==> src/rtl/split_pwm_dac_pkg.sv <==
package split_pwm_dac_pkg;

    // Default geometry of the converter
    localparam int unsigned SAMPLE_BITS = 16;
    localparam int unsigned SLICE_BITS  = 8;
    localparam int unsigned SLICE_COUNT = SAMPLE_BITS / SLICE_BITS;

    typedef logic [SAMPLE_BITS-1:0] sample_t;
    typedef logic [SLICE_BITS-1:0]  slice_t;

    // Captured sample together with its number format
    typedef struct packed {
        logic    is_signed;
        sample_t data;
    } sample_beat_t;

    // Flip the sign bit so two's complement zero lands on mid-scale
    function automatic sample_t to_offset_binary(input sample_beat_t beat);
        sample_t r;
        r = beat.data;
        r[SAMPLE_BITS-1] = beat.data[SAMPLE_BITS-1] ^ beat.is_signed;
        return r;
    endfunction

endpackage

==> src/rtl/pwm_period_counter.sv <==
module pwm_period_counter #(
    parameter int unsigned CNT_W = 8
) (
    input  logic             clk,
    input  logic             rst,
    output logic [CNT_W-1:0] count,
    output logic             at_last
);
    localparam logic [CNT_W-1:0] LAST_VAL = {CNT_W{1'b1}};

    always_ff @(posedge clk) begin
        if (rst) begin
            count <= '0;
        end else begin
            count <= count + 1'b1;
        end
    end

    // High during the final clock of a period; the next edge wraps
    assign at_last = (count == LAST_VAL);
endmodule

==> src/rtl/pwm_duty_bank.sv <==
module pwm_duty_bank
    import split_pwm_dac_pkg::*;
#(
    parameter int unsigned SAMPLE_W = SAMPLE_BITS,
    parameter int unsigned SLICE_W  = SLICE_BITS,
    parameter int unsigned NUM_CH   = SAMPLE_W / SLICE_W
) (
    input  logic                           clk,
    input  logic                           rst,
    input  logic                           strobe,
    input  logic                           in_signed,
    input  logic [SAMPLE_W-1:0]            data_in,
    input  logic                           period_end,
    output logic [NUM_CH-1:0][SLICE_W-1:0] shadow_slices,
    output logic [NUM_CH-1:0][SLICE_W-1:0] active_slices
);
    logic [SAMPLE_W-1:0] converted;

    always_comb begin
        converted = data_in;
        converted[SAMPLE_W-1] = data_in[SAMPLE_W-1] ^ in_signed;
    end

    // Holding register: written on every strobe, last one wins
    always_ff @(posedge clk) begin
        if (rst) begin
            shadow_slices <= '0;
        end else if (strobe) begin
            shadow_slices <= converted;
        end
    end

    // Active duty values: copied only on the wrap edge, per channel
    for (genvar ch = 0; ch < NUM_CH; ch++) begin : g_active
        always_ff @(posedge clk) begin
            if (rst) begin
                active_slices[ch] <= '0;
            end else if (period_end) begin
                active_slices[ch] <= shadow_slices[ch];
            end
        end
    end
endmodule

==> src/rtl/pwm_compare.sv <==
module pwm_compare #(
    parameter int unsigned CNT_W = 8
) (
    input  logic [CNT_W-1:0] count,
    input  logic [CNT_W-1:0] duty,
    output logic             level
);
    assign level = (count < duty);
endmodule

==> src/rtl/split_pwm_dac.sv <==
module split_pwm_dac
    import split_pwm_dac_pkg::*;
#(
    parameter int unsigned SAMPLE_W = SAMPLE_BITS,
    parameter int unsigned SLICE_W  = SLICE_BITS
) (
    input  logic                  clk,
    input  logic                  rst,
    input  logic                  smp_valid,
    input  logic                  smp_in_signed,
    input  logic [SAMPLE_W-1:0]   smp_data,
    output logic [SAMPLE_W/SLICE_W-1:0] pwm_out
);
    localparam int unsigned NUM_CH = SAMPLE_W / SLICE_W;

    logic [SLICE_W-1:0]             cnt_q;
    logic                           wrap_now;
    logic [NUM_CH-1:0][SLICE_W-1:0] shadow_s;
    logic [NUM_CH-1:0][SLICE_W-1:0] duty_s;
    logic [NUM_CH-1:0]              level_s;

    pwm_period_counter #(.CNT_W(SLICE_W)) u_cnt (
        .clk     (clk),
        .rst     (rst),
        .count   (cnt_q),
        .at_last (wrap_now)
    );

    pwm_duty_bank #(
        .SAMPLE_W (SAMPLE_W),
        .SLICE_W  (SLICE_W),
        .NUM_CH   (NUM_CH)
    ) u_bank (
        .clk           (clk),
        .rst           (rst),
        .strobe        (smp_valid),
        .in_signed     (smp_in_signed),
        .data_in       (smp_data),
        .period_end    (wrap_now),
        .shadow_slices (shadow_s),
        .active_slices (duty_s)
    );

    for (genvar ch = 0; ch < NUM_CH; ch++) begin : g_ch
        pwm_compare #(.CNT_W(SLICE_W)) u_cmp (
            .count (cnt_q),
            .duty  (duty_s[ch]),
            .level (level_s[ch])
        );
    end

    // Pins are forced low throughout reset
    assign pwm_out = rst ? '0 : level_s;
endmodule

==> config.mk <==
export PLATFORM = sky130hd
export DESIGN_NAME = split_pwm_dac
export DESIGN_NICKNAME = d
export VERILOG_FILES = /design/src/rtl/split_pwm_dac_pkg.sv /design/src/rtl/pwm_period_counter.sv /design/src/rtl/pwm_duty_bank.sv /design/src/rtl/pwm_compare.sv /design/src/rtl/split_pwm_dac.sv
export SDC_FILE = /design/constraint.sdc
export NUM_CORES = 1
export LEC_CHECK = 0
export BUFFER_PORTS_ARGS = -buffer_cell sky130_fd_sc_hd__buf_2
export CAP_MARGIN = 20
export CORE_MARGIN = 10
export CORE_UTILIZATION = 40
export DETAILED_ROUTE_END_ITERATION = 12
export HOLD_SLACK_MARGIN = 0.08
export PLACE_DENSITY_LB_ADDON = 0.15
export SLEW_MARGIN = 20
export SYNTH_ARGS = -nofsm -noshare
export SYNTH_HDL_FRONTEND = slang
export SYNTH_SLANG_ARGS = --single-unit
==> constraint.sdc <==
create_clock -name clk -period 2.05 [get_ports clk]
set_clock_uncertainty 0.2 [all_clocks]
set_input_delay 0.205 -clock clk [delete_from_list [all_inputs] [get_ports clk]]
set_output_delay 0.205 -clock clk [all_outputs]
set_load 0.05 [all_outputs]
Yosys cells after proc, flatten, opt, wreduce, memory -nomap -nowiden
Index checks and enable logic that the tools add are counted. W data, S select, Z words.

Reductions and logical operators: 0. Mux-type cells: 1. Order comparisons: 2. Multipliers: 0. Shift operators: 0. Div/mod/pow operators: 0. Bitwise gates (word level): 1. Equal/unequal tests: 1. $add $sub $neg: 1.

Operators with widths (count): $lt A8 B8 Y1 (2); $add A8 B1 Y8 const B (1); $eq A8 B8 Y1 const B (1); $mux W2 (1); $xor A1 B1 Y1 (1).

Bits in read-only memories: 0. Bits in writable memories: 0. Bits in registers: 40. Input port bits: 20. Memories: 0. Bits in latches: 0.

Depth between registers and ports, before layout
Depth in word-level cells: 2. Depth in mapped cells: 5. Gate-level depth less buffers: 5.

By module
A second synthesis with hierarchy kept.

Cell total of the unflattened synthesis: 191. Area, all modules: 1840.5 µm².

Modules (own cells, without submodules): pwm_duty_bank (times used 1, area each 1164.9 µm², cells each 104, seq. area each 640.6 µm²); pwm_compare (times used 2, area each 176.4 µm², cells each 25, seq. area each 0.0 µm²); pwm_period_counter (times used 1, area each 310.3 µm², cells each 35, seq. area each 160.2 µm²); split_pwm_dac (times used 1, area each 12.5 µm², cells each 2, seq. area each 0.0 µm²).

Worst setup path before layout
No wires, ideal clock.

Path kind: flip-flop to output port. Start: register u_cnt.count[3]. End: output port pwm_out[1]. Cell stages (with the launch flop): 5. Required time: 1.645 ns. Setup slack: -1.871 ns. Path buffers: 0. Arrival: 3.516 ns. Cell sequence: dfxtp_1 -> ha_1 -> a211oi_1 -> o21ai_1 -> a2111oi_0.

Cells in the longest elaborated chain, start to end: 2.

Ends and longest elaborated chain: from (decl) (line pwm_period_counter.sv:6) `output logic [CNT_W-1:0] count,`; from (signal assigned) (line pwm_period_counter.sv:15) `count <= count + 1'b1;`; $lt A8 B8 Y1 (line pwm_compare.sv:8) `assign level = (count < duty);`; $mux W2 (line split_pwm_dac.sv:53) `assign pwm_out = rst ? '0 : level_s;`; to (decl) (line split_pwm_dac.sv:12) `output logic [SAMPLE_W/SLICE_W-1:0] pwm_out`.

Every way passes these cells.

Worst setup path after layout
Start: register u_cnt.count[1]. End: output port pwm_out[0].

Same word-level chain as after synthesis.

==> out/results.ini <==
[die]
rows = 25
die_h_um = 90.1
fp.coreArea_um2 = 4750
start_util_pct = 41.3
io_pins = 22
dieArea_um2 = 8120
fp.dieW_um = 90.1

[synthesis]
synth_most_common_cell = dfxtp_1
synth_area_um2 = 1970
yosysTopAreaCellShare_pct = 40.7
synthAdderAreaFrac_pct = 9.55
synth-simple-area-share_pct = 20.2
synth_warnings = 0
synth_nets = 235
avgSynthCellArea_um2 = 9.83
synth_xor_area_share_pct = 1.78
async_flop_share_pct = 0
netlist_instances = 200
yosysUniqueCellTypes = 26
synthTopCellsByArea = dfxtp_1, mux2i_1, nand2b_1
synth_edf_count = 0
synth_common_cells = dfxtp_1, nand2b_1, mux2i_1
synth_top_family_by_area = simple AND/OR/NAND/NOR gates
synthMuxAreaShare_pct = 15.8
synth_top_area_cell = dfxtp_1
ys_seq_area_share_pct = 40.7
synth_compound_area_share_pct = 6.49
synth_seq_cells = 40
ys.flop_type = dfxtp_1

[run_status]
violations = setup timing
status = finished with violations

[finish]
layout.cells.non_filler = 311
final_area_um2 = 2560
final_core_util_pct = 53.9
nets = 278
area_growth_pct = 30.4
n_antenna_cell = 0
drive_gt1_share_pct = 24.2

[grt]
antenna_found_initial = 0
met2_usage_pct = 13.4
top_usage_layer = met1
met3_usage_pct = 3.08
met1_usage_pct = 14.5
grt_usage_pct = 10.0
grt_first_pass_wirelength_um = 6840
grt_max_degree = 28
first_global_vias = 1447
overflow = 0

[flow_run]
maxCapViolCount = 0

[routing]
drtIter0Drc = 50
vias_per_cell = 4.58
wirelength_um = 3790
first_pass_iters = 4
drtAntennaViolNets = 0
vias = 1423
remaining_drc_errors = 0
wl_per_cell_um = 12.2

[sta]
finalMaxSlewViolations = 0
period_share_pct = 106
max_slew_margin_pct = 67.7
rsz0062_at_grt = true
postLayoutSetupSlackWorst_ns = -0.115
worst_pin_slew_ns = 0.484
holdWs_ns = 0.151
min_period_ns = 2.16
hold_violations = 0
setup_tns_ns = -0.228
setup_viol = 2
fmax_ghz = 0.462

[cts]
clk_pin_slew_ns = 0.08
cts.path.max_buffers = 2
cts_root_buffer = clkbuf_8
cts_sinks = 40
h-tree-depth = 2
cts_tree = built
insertion_delay_ns = 0.29
numCtsBuffers = 5

[worst_setup_path]
critPathRequiredTime_ns = 1.64
path_max_fanout = 4
worstPathCellList = ha_1, o211ai_1, o21ai_2, a2111oi_4, buf_6
cp.arrival_ns = 1.76
end_kind = primary output
cp_top_family = compound AO/OA/AOI/OAI gates
path_class = reg2out
crit_slowest_cell = dfxtp_2
critical_path_buf_inv_count = 1
slowest_delay_ns = 0.36
start_kind = flip-flop

[placed_design]
place_inst = 285
dpl_cell_area_um2 = 2210
place_ws_ns = 0.0592
io_buffers = 21
dp_hpwl_um = 2650
place.gp.congestion = 0.729

[pwr]
powerDensity_nw_per_um2 = 643
p_leak_nw = 0.998
p_total_mw = 1.65
irDropWorstVdd_v = 0.000397

[hold_path]
hp-class = in2reg

-- cell families after synthesis --
logic type      after synthesis
xor+xnor                      4
buf+inv                      23
mux                          31
compound gates               19
simple gates                 68
flops                        40
fa+ha+maj                    15
-- path summary, 6_finish.rpt --
check / startpoint / to / slack, ns / cells after the start
hold / removal: rst / u_bank.shadow_slices[8] / 0.15 / 2
hold reg to reg: u_bank.shadow_slices[9] / u_bank.active_slices[9] / 0.27 / 2
setup reg to reg: u_cnt.count[0] / u_bank.active_slices[11] / 0.26 / 4
setup / recovery: u_cnt.count[1] / pwm_out[0] / -0.11 / 5
-- cell type report --
type | instances | area, um^2
clock buffer | 5 | 68.8
clock inverter | 3 | 41.3
fill | 463 | 2190
inverter | 14 | 52.6
multi-input combinational | 137 | 1160
sequential | 40 | 815
tap | 67 | 83.8
timing repair buffer | 45 | 340
-- cells in the final DEF, fill, tap and decap left out, types with 2 or more instances in the layout --
cell type	synthesis	layout
o2111a_1	2	2
nand3_1	4	4
dlygate4sd3_1	0	17
o21ai_0	3	3
buf_6	0	2
a2111oi_4	0	2
o21ai_2	0	2
nand2_1	2	2
ha_4	0	3
dfxtp_2	0	8
xnor2_1	2	2
nor2_1	20	20
buf_2	1	19
inv_2	0	2
ha_1	15	12
nor2b_1	3	3
mux2i_1	31	31
nand2b_1	32	32
or3_1	3	3
xor2_1	2	2
dfxtp_1	40	31
o211ai_1	2	2
buf_4	1	7
clkbuf_8	0	5
inv_1	14	12
a21oi_1	5	5
-- metal layers --
metal / part of all wire (%) / wire length, um
met5: 0 / 0
met4: 0.90 / 34
met1: 55 / 2090
met3: 2.8 / 107
met2: 41 / 1560
-- flip-flops by register name, summed over array words and instances (netlist names) --
name,flops
u_cnt.count,8
u_bank.active_slices,16
u_bank.shadow_slices,16
-- timing repair --
item	4_1_cts	5_1_grt
setup endpoints to repair	2	2
buffers inserted	1	0
hold buffers	17	0
pin swaps	6	0
gates resized for setup	19	1
endpoints found under the hold margin	16	0
-- power breakdown --
| group | internal, mW | leakage [nW] | switching [mW] |
|---|---|---|---|
| registers | 0.800 | 0.331 | 0.0174 |
| logic | 0.108 | 0.608 | 0.0846 |
| clock network | 0.361 | 0.0585 | 0.277 |
Note: power is estimated with default switching activity, not from simulation.
